[src/rtl/unlock_pkg.sv]
package unlock_pkg;

  typedef enum logic [1:0] {
    SEL_NONE   = 2'd0,
    SEL_SIG_HI = 2'd1,
    SEL_SIG_LO = 2'd2,
    SEL_ROM    = 2'd3
  } reg_sel_e;

  // Strobe qualification: a full word needs both lanes.
  function automatic logic is_word(input logic ustb, input logic lstb);
    return ustb & lstb;
  endfunction

  // Lower-lane qualification: word or lower-byte access.
  function automatic logic has_low_lane(input logic lstb);
    return lstb;
  endfunction

  // Signature compare on concatenated halves.
  function automatic logic sig_matches(input logic [15:0] hi,
                                       input logic [15:0] lo,
                                       input logic [31:0] key);
    return ({hi, lo} == key);
  endfunction

endpackage

[src/rtl/unlock_decode.sv]
module unlock_decode
  import unlock_pkg::*;
#(
  parameter int          ADDR_W      = 23,
  parameter logic [23:0] SIG_HI_BYTE = 24'hA14000,
  parameter logic [23:0] SIG_LO_BYTE = 24'hA14002,
  parameter logic [23:0] ROM_BYTE    = 24'hA14100
) (
  input  logic              clk,
  input  logic              rst_n,
  input  logic              wr_en,
  input  logic              upper_stb,
  input  logic              lower_stb,
  input  logic [ADDR_W-1:0] addr,
  output logic              hi_wr,
  output logic              lo_wr,
  output logic              rom_wr
);
  localparam logic [ADDR_W-1:0] HI_WORD  = SIG_HI_BYTE[ADDR_W:1];
  localparam logic [ADDR_W-1:0] LO_WORD  = SIG_LO_BYTE[ADDR_W:1];
  localparam logic [ADDR_W-1:0] ROM_WORD = ROM_BYTE[ADDR_W:1];

  reg_sel_e sel;

  // Full decode: every address bit compared, so nothing mirrors.
  always_comb begin
    if (addr == HI_WORD)       sel = SEL_SIG_HI;
    else if (addr == LO_WORD)  sel = SEL_SIG_LO;
    else if (addr == ROM_WORD) sel = SEL_ROM;
    else                       sel = SEL_NONE;
  end

  always_comb begin
    hi_wr  = wr_en && (sel == SEL_SIG_HI) && is_word(upper_stb, lower_stb);
    lo_wr  = wr_en && (sel == SEL_SIG_LO) && is_word(upper_stb, lower_stb);
    rom_wr = wr_en && (sel == SEL_ROM)    && has_low_lane(lower_stb);
  end

  // at most one register is selected in any cycle
  p_one_sel_r4: assert property (@(posedge clk) disable iff (!rst_n)
    $onehot0({hi_wr, lo_wr, rom_wr}));

endmodule

[src/rtl/unlock_sig.sv]
module unlock_sig
  import unlock_pkg::*;
#(
  parameter int          DATA_W = 16,
  parameter logic [31:0] KEY    = 32'h53454741
) (
  input  logic              clk,
  input  logic              rst_n,
  input  logic              hi_wr,
  input  logic              lo_wr,
  input  logic [DATA_W-1:0] wr_data,
  output logic              video_en
);
  logic [DATA_W-1:0] sig_hi_q, sig_lo_q;
  logic [DATA_W-1:0] sig_hi_d, sig_lo_d;
  logic              sig_wr;

  always_comb begin
    sig_hi_d = hi_wr ? wr_data : sig_hi_q;
    sig_lo_d = lo_wr ? wr_data : sig_lo_q;
    sig_wr   = hi_wr | lo_wr;
  end

  always_ff @(posedge clk) begin
    if (!rst_n) begin
      sig_hi_q <= '0;
      sig_lo_q <= '0;
      video_en <= 1'b0;
    end else begin
      sig_hi_q <= sig_hi_d;
      sig_lo_q <= sig_lo_d;
      if (sig_wr) video_en <= sig_matches(sig_hi_d, sig_lo_d, KEY);
    end
  end

  // upper half holds unless its word select fires
  p_hi_hold_r3: assert property (@(posedge clk) disable iff (!rst_n)
    !hi_wr |=> $stable(sig_hi_q));
  // lower half holds unless its word select fires
  p_lo_hold_r3: assert property (@(posedge clk) disable iff (!rst_n)
    !lo_wr |=> $stable(sig_lo_q));
  // video enable changes only on a signature write
  p_en_hold_r5: assert property (@(posedge clk) disable iff (!rst_n)
    !sig_wr |=> $stable(video_en));
  // an accepted upper write lands in the register
  p_hi_load_r2: assert property (@(posedge clk) disable iff (!rst_n)
    hi_wr |=> sig_hi_q == $past(wr_data));

endmodule

[src/rtl/unlock_romsel.sv]
module unlock_romsel #(
  parameter int DATA_W = 16
) (
  input  logic              clk,
  input  logic              rst_n,
  input  logic              rom_wr,
  input  logic [DATA_W-1:0] wr_data,
  output logic              cart_sel
);
  always_ff @(posedge clk) begin
    if (!rst_n)      cart_sel <= 1'b0;
    else if (rom_wr) cart_sel <= wr_data[0];
  end

  // ROM select holds without a qualified write
  p_rom_hold_r7: assert property (@(posedge clk) disable iff (!rst_n)
    !rom_wr |=> $stable(cart_sel));
  // ROM select loads data bit 0
  p_rom_load_r6: assert property (@(posedge clk) disable iff (!rst_n)
    rom_wr |=> cart_sel == $past(wr_data[0]));

endmodule

[src/rtl/video_unlock.sv]
module video_unlock #(
  parameter int          ADDR_W      = 23,
  parameter int          DATA_W      = 16,
  parameter logic [31:0] KEY         = 32'h53454741,
  parameter logic [23:0] SIG_HI_BYTE = 24'hA14000,
  parameter logic [23:0] SIG_LO_BYTE = 24'hA14002,
  parameter logic [23:0] ROM_BYTE    = 24'hA14100
) (
  input  logic              clk,
  input  logic              rst_n,
  input  logic              wr_en,
  input  logic              upper_stb,
  input  logic              lower_stb,
  input  logic [ADDR_W-1:0] addr,
  input  logic [DATA_W-1:0] wr_data,
  output logic [DATA_W-1:0] rd_data,
  output logic              video_en,
  output logic              cart_sel
);
  logic hi_wr, lo_wr, rom_wr;

  unlock_decode #(
    .ADDR_W(ADDR_W), .SIG_HI_BYTE(SIG_HI_BYTE),
    .SIG_LO_BYTE(SIG_LO_BYTE), .ROM_BYTE(ROM_BYTE)
  ) u_decode (
    .clk(clk), .rst_n(rst_n), .wr_en(wr_en),
    .upper_stb(upper_stb), .lower_stb(lower_stb), .addr(addr),
    .hi_wr(hi_wr), .lo_wr(lo_wr), .rom_wr(rom_wr)
  );

  unlock_sig #(.DATA_W(DATA_W), .KEY(KEY)) u_sig (
    .clk(clk), .rst_n(rst_n), .hi_wr(hi_wr), .lo_wr(lo_wr),
    .wr_data(wr_data), .video_en(video_en)
  );

  unlock_romsel #(.DATA_W(DATA_W)) u_romsel (
    .clk(clk), .rst_n(rst_n), .rom_wr(rom_wr),
    .wr_data(wr_data), .cart_sel(cart_sel)
  );

  // registers are write-only; reads see zero
  assign rd_data = '0;

endmodule

[config.mk]
export PLATFORM = sky130hd
export DESIGN_NAME = video_unlock
export DESIGN_NICKNAME = d
export VERILOG_FILES = /design/src/rtl/unlock_pkg.sv /design/src/rtl/unlock_decode.sv /design/src/rtl/unlock_sig.sv /design/src/rtl/unlock_romsel.sv /design/src/rtl/video_unlock.sv
export SDC_FILE = /design/constraint.sdc
export NUM_CORES = 1
export LEC_CHECK = 0
export ABC_AREA = 1
export BUFFER_PORTS_ARGS = -buffer_cell sky130_fd_sc_hd__clkbuf_2
export CAP_MARGIN = 20
export CORE_MARGIN = 10
export CORE_UTILIZATION = 52
export CTS_CLUSTER_SIZE = 28
export DETAILED_ROUTE_END_ITERATION = 8
export PLACE_DENSITY = 0.83
export SLEW_MARGIN = 0
export SYNTH_ARGS = -nofsm -noshare
export SYNTH_HDL_FRONTEND = slang
export SYNTH_SLANG_ARGS = --single-unit
[constraint.sdc]
create_clock -name clk -period 1.7 [get_ports clk]
set_input_delay 0.085 -clock clk [delete_from_list [all_inputs] [get_ports clk]]
set_output_delay 0.085 -clock clk [all_outputs]
set_load 0.01 [all_outputs]
==> results of run 1 <==
==> worst max path at each step <==
stage               cells after the start     from                     endpoint  slack (ns)
floorplan                              14  addr[3]  u_sig.video_en$_SDFFE_PN0P_        0.33
global placement                       17  addr[8]  u_sig.video_en$_SDFFE_PN0P_        0.04
detailed placement                     15  addr[5]  u_sig.video_en$_SDFFE_PN0P_     -0.0003
CTS                                    15  addr[5]  u_sig.video_en$_SDFFE_PN0P_        0.29
global route                           17  addr[8]  u_sig.video_en$_SDFFE_PN0P_        0.03
finish                                 17  addr[8]  u_sig.video_en$_SDFFE_PN0P_        0.30
==> cells in the final DEF, fill, tap and decap left out, types with 4 or more instances in the layout <==
cell	n
inv_1	44
nand3_1	20
nand4_1	13
conb_1	16
clkbuf_2	45
nor2_1	48
nand2_2	17
inv_2	4
nor2_2	10
a21oi_1	15
buf_4	7
nand2_1	83
dfxtp_1	34
clkbuf_8	5
==> sequential cells by signal (all words and copies together) (netlist names) <==
signal and flops:
u_sig.sig_lo_q 16, u_sig.video_en 1, u_romsel.cart_sel 1, u_sig.sig_hi_q 16
==> area by class of cell <==
| cell class | instances | area [um2] |
|---|---|---|
| Fill cell | 377 | 1530 |
| Multi-Input combinational cell | 238 | 1130 |
| Sequential cell | 34 | 681 |
| Timing Repair Buffer | 55 | 338 |
| Inverter | 49 | 184 |
| Clock buffer | 7 | 76.3 |
| Tap cell | 50 | 62.6 |
==> power groups by stage <==
stage	clock, W	combinational, W	sequential (W)
detailed placement	0	0.000149	0.000814
global placement	0	0.000147	0.000814
global route	0.000585	0.000172	0.000796
CTS	0.000553	0.000150	0.000796
floorplan	0	0.000105	0.000814
finish	0.000539	0.000151	0.000797
==> metal layers <==
layer / vias to the layer above / share of wire (%) / GRT usage [%]
met5: - / 0 / 0
met4: 0 / 0.85 / 3.89
li1: 1087 / - / -
met1: 899 / 42 / 14.9
met2: 46 / 50 / 23.8
met3: 4 / 6.9 / 4.54
==> critical path: stages <==
cell	delay, ns
clkbuf_2	0.09
inv_1	0.06
nand2_1	0.06
nor2_2	0.12
nand2_1	0.07
nor2_1	0.12
nand3_2	0.10
buf_12	0.17
nand2_2	0.05
nand2_1	0.06
nor2_1	0.11
nand2_1	0.07
nor2_1	0.14
nand2_1	0.06
nor2_1	0.08
nand2_1	0.06
a21oi_2	0.10
==> kinds of logic after synthesis <==
family | count (synthesis)
DFF | 34
and+or+nand+nor | 201
other | 1
buffers and inverters | 76
AOI/OAI and AO/OA | 21
==> metrics by stage <==
stage | TNS (ns) | instance area [um2] | hold slack, ns
floorplan | 0 | 2210 | 0.250
global placement | 0 | 2390 | 0.373
detailed placement | -0.000332 | 2390 | 0.371
CTS | 0 | 2470 | 0.0735
global route | 0 | 2470 | 0.119
finish | 0 | 2470 | 0.0845
==> impl_metrics.tcl, run 1 <==
set metrics [dict create \
    yosys_warnings 0 \
    synth-main-ff-cell "dfxtp_1" \
    cts_setup_buffers 0 \
    synth_xor_area_share_pct 0 \
    cp.required_ns 1.91 \
    synth_area_leaders "dfxtp_1 32%, nand2_1 14%, nor2_1 8.4%" \
    synth_most_common_cell "nand2_1" \
    switching_share_pct 23.7 \
    drv_cap 0 \
    area_delta_synth_final_pct 14.7 \
    ys_ff_latch 34 \
    finalWorstSetupSlack_ns 0.299 \
    hold_viol_final 0 \
    cts_resized 0 \
    finalNonFillerCells 433 \
    critical_path_class "in -> reg" \
    yosys.area_share.adder_pct 0 \
    syn_area_um2 2150 \
    cts_made_buffers 5 \
    final_util_pct 61.7 \
    r2r_cells 10 \
    antenna_found_initial 0 \
    place_hpwl_um 3950 \
    dp.cells 426 \
    path_max_fanout 21 \
    drt-total-wl_um 4850 \
    layout_min_cycle_time_ns 1.40 \
    synth_commonest_cells "83 x nand2_1, 48 x nor2_1, 44 x inv_1" \
    vias_per_cell 4.70 \
    reg2reg_slack_ns 0.56 \
    yosys.area_share.simple_pct 44.5 \
    critPathLaunchType "input pin" \
    r2r_end "u_sig.video_en$_SDFFE_PN0P_" \
    num_rows 23 \
    p_per_area_nw_per_um2 602 \
    clk_path_buf_depth 2 \
    rsz0062_at_grt "false" \
    coreArea_um2 4000 \
    avgSynthCellArea_um2 6.47 \
    p_sw_w 0.000352 \
    hold_buffers 0 \
    synth_top_area_share_pct 31.6 \
    crit_arrival_ns 1.62 \
    path_clk_slew_ns 0.06 \
    chipWidth_um 84.4 \
    cts_tree "yes" \
    track_usage_pct 13.5 \
    worstSetupEndpointType "flip-flop" \
    io_pins 62 \
    cts_root_buf "clkbuf_8" \
    syn-instance-count 333 \
    p_comb_share_pct 10.1 \
    nets 427 \
    grt.overflow.total 0 \
    gp_congestion 0.765 \
    synth_top_cell_by_area "dfxtp_1" \
    grt_max_degree 26 \
    wl_per_cell_um 11.2 \
    route.detailed.drc 0 \
    seq_power_share_pct 53.6 \
    cts_sinks 34 \
    place.port_buffers 45 \
    max_freq_mhz 714 \
    status "complete, no violations" \
    n_antenna_cell 0 \
    synth_compound_area_share_pct 5.17 \
    power_w 0.00149 \
    whs_path_depth 3 \
    grt_pass1_vias 1983 \
    clk_latency_ns 0.27 \
    die_h_um 84.4 \
    synth-edff-count 0 \
    dieArea_um2 7110 \
    r2r_start "u_sig.sig_hi_q[6]$_SDFF_PN0_" \
    grt_pass1_wl_um 8310 \
    ys_types 29 \
    initial_utilization_pct 53.8 \
    muxShareOfSynthArea_pct 0 \
    hp-class "in -> reg" \
    dr.pass1.iters 4 \
    clkPwrFrac_pct 36.2 \
    slew_viol_final 0 \
    internal-power_w 0.00113 \
    setup-violations-final 0 \
    synth_top_family_by_area "simple AND/OR/NAND/NOR gates" \
    drive_gt1_share_pct 26.4 \
    async_reset_ff_share_pct 0 \
    num_vias 2036 \
    cellLeakagePower_nw 1.27 \
    cts.htree.levels 2 \
    min_to "u_sig.sig_lo_q[15]$_SDFF_PN0_" \
    timing.final.crit_share_pct 82.4 \
    synth_seq_area_share_pct 31.6 \
    max-vdd-ir-drop_v 0.000451 \
    antenna_left 0 \
    drt_iter0_markers 111 \
    post-place-ws_ns -0.000332 \
    fin_worst_skew_ns 0.00266 \
    hp-start "wr_data[15]" \
]
Power figures use the tool's default switching activity.
==> run 2, diff against run 1 <==
- ABC_AREA: 1 -> 0
- CORE_UTILIZATION: 52 -> 50
- clock period: 1.7 -> 1.3 ns (I/O delays scaled with it)
==> run 2 against run 1 <==
- the run now ends with setup timing left
- final cell count fell by 36%
- final area fell by 6.5%
- clock skew fell by 0.00093 ns
- synthesized cell count fell by 49%
- die area fell by 9.1%
- non-clock buffer count rose by 5
- critical path depth fell by 12
- critical endpoint unchanged
- largest cell class unchanged
==> impl_metrics.tcl, run 2 <==
set metrics [dict create \
    place.port_buffers 45 \
    layout_min_cycle_time_ns 1.55 \
    cts_root_buf "clkbuf_8" \
    path_max_fanout 2 \
    max-vdd-ir-drop_v 0.000864 \
    io_pins 62 \
    drv_cap 0 \
    n_antenna_cell 0 \
    critical_path_class "reg -> reg" \
    cp_cell_sequence "or4b_4 -> nor4_4 -> o21a_1 -> o22ai_1 -> o21ai_1" \
    cts_sinks 34 \
    synth_commonest_cells "34 x dfxtp_1, 33 x mux2i_1, 33 x nor2b_1" \
    synth_top_cell_by_area "dfxtp_1" \
    slew_viol_final 0 \
    synth-edff-count 0 \
    antenna_found_initial 0 \
    slowest_stage "or4b_4" \
    dieArea_um2 6470 \
    drt-total-wl_um 4390 \
    drt_iter0_markers 44 \
    path_clk_slew_ns 0.06 \
    final_cell_mix "43 x clkbuf_2, 33 x nor2b_1, 32 x mux2i_1, 32 x dfxtp_1, 16 x conb_1" \
    num_rows 21 \
    syn_area_um2 1830 \
    route.detailed.drc 0 \
    crit_arrival_ns 1.76 \
    initial_utilization_pct 53.0 \
    postPlaceCellArea_um2 2120 \
    nets 275 \
    synth_area_leaders "dfxtp_1 37%, mux2i_1 18%, nor2b_1 11%" \
    synth-main-ff-cell "dfxtp_1" \
    grt.overflow.total 0 \
    grt_pass1_vias 1420 \
    post-place-ws_ns -0.375 \
    synth_most_common_cell "dfxtp_1" \
    worstSetupEndpointType "flip-flop" \
    area_delta_synth_final_pct 26.5 \
    dp.cells 267 \
    antenna_left 0 \
    setup-violations-final 29 \
    fin_worst_skew_ns 0.00173 \
    p_per_area_nw_per_um2 854 \
    coreArea_um2 3440 \
    timing.final.crit_share_pct 119 \
    vias_per_cell 5.13 \
    avgSynthCellArea_um2 10.7 \
    cp.required_ns 1.51 \
    async_reset_ff_share_pct 0 \
    synth_top_area_share_pct 37.3 \
    yosys_warnings 0 \
    hold_viol_final 0 \
    setup-tns-final_ns -2.24 \
    critPathLaunchType "flip-flop" \
    chipWidth_um 80.4 \
    cts.htree.levels 2 \
    place_hpwl_um 3320 \
    cts_made_buffers 5 \
    clk_latency_ns 0.27 \
    finalNonFillerCells 276 \
    ys_types 39 \
    hold_buffers 0 \
    max_freq_mhz 645 \
    cpPeakStageDelay_ns 0.54 \
    die_h_um 80.4 \
    violations "setup timing" \
    clk_path_buf_depth 2 \
    finalWorstSetupSlack_ns -0.251 \
    final_util_pct 67.1 \
    status "complete, but fails checks" \
    rsz0062_at_grt "true" \
    grt_pass1_wl_um 6860 \
    drive_gt1_share_pct 37.8 \
    wl_per_cell_um 15.9 \
    cellLeakagePower_nw 0.850 \
    top_regs "u_sig.sig_hi_q: 16 flops, u_sig.sig_lo_q: 16 flops" \
    gp_congestion 0.826 \
    hp-class "in -> reg" \
    final_common_cell "clkbuf_2" \
    cts_tree "yes" \
    num_vias 1417 \
    num-fill-cells 288 \
    dr.pass1.iters 4 \
    track_usage_pct 13.1 \
    postLayoutCellArea_um2 2310 \
    grt_max_degree 36 \
    synth_seq_area_share_pct 37.3 \
    ys_ff_latch 34 \
    syn-instance-count 171 \
]
-- run 2: layer usage --
metal	share of wire [%]	wire length, um	global-route usage (%)	vias to the layer above
met5	0	0	0	-
met4	0.66	29	4.05	0
met3	11	504	6.35	6
met2	46	2000	21.6	60
met1	42	1850	14.4	653
li1	-	-	-	698
-- run 2: path summary, 6_finish.rpt --
path                                                     from                           end  slack (ns)  depth (start not counted)
worst max-delay path            u_sig.sig_lo_q[12]$_SDFF_PN0_   u_sig.video_en$_SDFFE_PN0P_       -0.25                          5
worst min-delay path                               wr_data[1]  u_sig.sig_hi_q[1]$_SDFF_PN0_        0.09                          3
worst max register to register  u_sig.sig_lo_q[12]$_SDFF_PN0_   u_sig.video_en$_SDFFE_PN0P_       -0.25                          5
worst min register to register    u_sig.video_en$_SDFFE_PN0P_   u_sig.video_en$_SDFFE_PN0P_        0.49                          2
-- run 2: power by group --
part | total, W | switching [W] | internal, W
combinational | 0.000192 | 0.0000995 | 0.0000928
clock | 0.000737 | 0.000329 | 0.000407
sequential | 0.00104 | 0.0000000000108 | 0.00104
-- run 2: logic make-up (layout without fill, tap and decap cells) --
family                 count (synthesis)  after routing  share of synthesized area (%)
other                                  1             16                          0.205
muxes                                 33             33                           18.1
buffers and inverters                 23             67                           9.53
AOI/OAI and AO/OA                      6              6                           2.33
DFF                                   34             34                           37.3
and+or+nand+nor                       74             74                           32.6
-- run 2: per-stage QoR --
stage | hold slack, ns | total power (W)
floorplan | 0.234 | 0.00118
global placement | 0.364 | 0.00124
detailed placement | 0.372 | 0.00125
CTS | 0.0832 | 0.00198
global route | 0.0888 | 0.00204
finish | 0.0891 | 0.00197
-- run 2: worst max-delay path: cells and delay by family, from the launching register on --
family	cells	cell delay (ns)
AO/OA/AOI/OAI	3	0.35
AND/OR/NAND/NOR	2	0.81
flip-flops	1	0.32
-- run 2: repair_timing --
| item | in CTS | in global routing |
|---|---|---|
| gates cloned | 1 | 0 |
| setup buffers | 1 | 2 |
| pin swaps | 6 | 4 |
| gates resized for setup | 7 | 10 |
| endpoints found under the setup margin | 33 | 34 |
-- run 2: layout make-up --
type | instances | area, um2 | area share (%)
Multi-Input combinational cell | 129 | 1090 | 47.0
Sequential cell | 34 | 683 | 29.6
Timing Repair Buffer | 60 | 395 | 17.1
Clock buffer | 6 | 82.6 | 3.58
Tap cell | 46 | 57.6 | 2.49
Inverter | 1 | 3.75 | 0.163
==> run 3, diff against run 2 <==
- HOLD_SLACK_MARGIN: default -> 0.15
==> run 3 against run 2 <==
- die area is the same
- largest power group unchanged
- highest routed layer unchanged
- total power up 2.0%
- combinational power increased by 22%
- clock-buffer cell count is the same
- the run still ends with setup timing left
==> impl_metrics.tcl, run 3 (same netlist as run 2, synthesis figures left out) <==
set metrics [dict create \
    status "complete, but fails checks" \
    violations "setup timing" \
    drive_gt1_share_pct 35.8 \
    slowest_stage "or4b_4" \
    slew_viol_final 0 \
    track_usage_pct 13.9 \
    gp_congestion 0.826 \
    use_met2_pct 22.6 \
    path_clk_slew_ns 0.06 \
    p_comb_share_pct 11.6 \
    dieArea_um2 6470 \
    seq_power_share_pct 51.8 \
    setup-tns-final_ns -2.31 \
    top_regs "u_sig.sig_hi_q: 16 flops, u_sig.sig_lo_q: 16 flops" \
    clkPwrFrac_pct 36.5 \
    cts_root_buf "clkbuf_8" \
    io_pins 62 \
    cp.required_ns 1.51 \
    initial_utilization_pct 53.0 \
    path_buf_inv 0 \
    drv_cap 0 \
    cts_made_buffers 5 \
    grt.overflow.total 0 \
    crit_arrival_ns 1.76 \
    antenna_found_initial 0 \
    p_sw_w 0.000436 \
    place_hpwl_um 3320 \
    drt_iter0_markers 75 \
    wl_per_cell_um 16.2 \
    hp-class "in -> reg" \
    num_rows 21 \
    die_h_um 80.4 \
    cts_tree "yes" \
    coreArea_um2 3440 \
    critPathLaunchType "flip-flop" \
    route.detailed.drc 0 \
    cellLeakagePower_nw 0.918 \
    grt_util_met3_pct 6.24 \
    vias_per_cell 5.12 \
    worstSetupEndpointType "flip-flop" \
    cp_cell_sequence "or4b_4 -> nor4_4 -> o21a_1 -> o22ai_1 -> o21ai_1" \
    fin_worst_skew_ns 0.00242 \
    max_freq_mhz 642 \
    dr.pass1.iters 4 \
    cts_sinks 34 \
    critical_path.top_delay_family "simple AND/OR/NAND/NOR gates" \
    busiest_layer "met2" \
    n_antenna_cell 0 \
    final_cell_mix "43 x clkbuf_2, 33 x nor2b_1, 32 x mux2i_1" \
    path_max_fanout 2 \
    timing.final.crit_share_pct 120 \
    postLayoutCellArea_um2 2470 \
    postPlaceCellArea_um2 2120 \
    rsz0062_at_grt "true" \
    use_met1_pct 15.6 \
    grt_pass1_wl_um 7290 \
    p_per_area_nw_per_um2 814 \
    internal-power_w 0.00157 \
    dp.cells 267 \
    clk_latency_ns 0.28 \
    setup-violations-final 30 \
    place.port_buffers 45 \
    area_delta_synth_final_pct 35.3 \
    chipWidth_um 80.4 \
    cts.htree.levels 2 \
    critical_path_class "reg -> reg" \
    switching_share_pct 21.7 \
    antenna_left 0 \
    final_common_cell "clkbuf_2" \
    nets 291 \
    finalWorstSetupSlack_ns -0.257 \
    hold_viol_final 0 \
    layout_min_cycle_time_ns 1.56 \
    max-vdd-ir-drop_v 0.000912 \
    num_vias 1495 \
    drt-total-wl_um 4720 \
    clk_path_buf_depth 2 \
    num-fill-cells 274 \
    grt_max_degree 36 \
    grt_pass1_vias 1521 \
    cpPeakStageDelay_ns 0.55 \
    finalNonFillerCells 292 \
]
run 3: metal layers:
| layer | share of wire [%] | vias to the layer above |
|---|---|---|
| met4 | 1.4 | 0 |
| li1 | - | 732 |
| met5 | 0 | - |
| met2 | 46 | 64 |
| met1 | 41 | 691 |
| met3 | 11 | 8 |
run 3: power by group through the flow:
stage	logic, W	clock network [W]	registers [W]
6_report	0.000234	0.000735	0.00104
5_1_grt	0.000251	0.000796	0.00104
4_1_cts	0.000221	0.000758	0.00104
3_5_place_dp	0.000182	0	0.00106
3_3_place_gp	0.000179	0	0.00106
2_1_floorplan	0.000112	0	0.00106
run 3: what timing repair did:
| item | 4_1_cts | 5_1_grt |
|---|---|---|
| hold buffers | 16 | 0 |
| pin swaps | 6 | 5 |
| endpoints found under the hold margin | 33 | 0 |
| buffers inserted | 1 | 2 |
| cloned | 1 | 0 |
| gates resized for setup | 7 | 11 |
| endpoints found under the setup margin | 33 | 34 |
run 3: worst paths after layout:
path,from,to,slack (ns),cells past startpoint
setup / recovery,u_sig.sig_lo_q[12]$_SDFF_PN0_,u_sig.video_en$_SDFFE_PN0P_,-0.26,5
hold / removal,addr[18],u_sig.video_en$_SDFFE_PN0P_,0.29,5
setup reg to reg,u_sig.sig_lo_q[12]$_SDFF_PN0_,u_sig.video_en$_SDFFE_PN0P_,-0.26,5
hold reg to reg,u_sig.video_en$_SDFFE_PN0P_,u_sig.video_en$_SDFFE_PN0P_,0.50,2
run 3: final cells by class:
type / count / area, um2 / share of cell area, %
multi-input cells: 129 / 1090 / 44.0
repair buffers: 76 / 556 / 22.5
well taps: 46 / 57.6 / 2.33
clock buffers: 6 / 82.6 / 3.34
inverters: 1 / 3.75 / 0.152
flip-flops and latches: 34 / 684 / 27.7
run 3: tightest hold or removal path, cell delays in order:
cell	delay [ns]
buf_6	0.07
or3b_4	0.12
or4_2	0.11
nand3_1	0.08
o21ai_1	0.08
run 3: metrics by stage:
stage / total power [W] / util [%] / hold WS, ns / setup WS [ns]
after floorplan: 0.00118 / - / 0.234 / -0.429
after global placement: 0.00124 / 61.7 / 0.364 / -0.337
after detailed placement: 0.00125 / 61.7 / 0.372 / -0.375
after CTS: 0.00202 / 70.7 / 0.300 / -0.266
after global routing: 0.00209 / 71.8 / 0.300 / -0.319
final: 0.00201 / 71.8 / 0.289 / -0.257
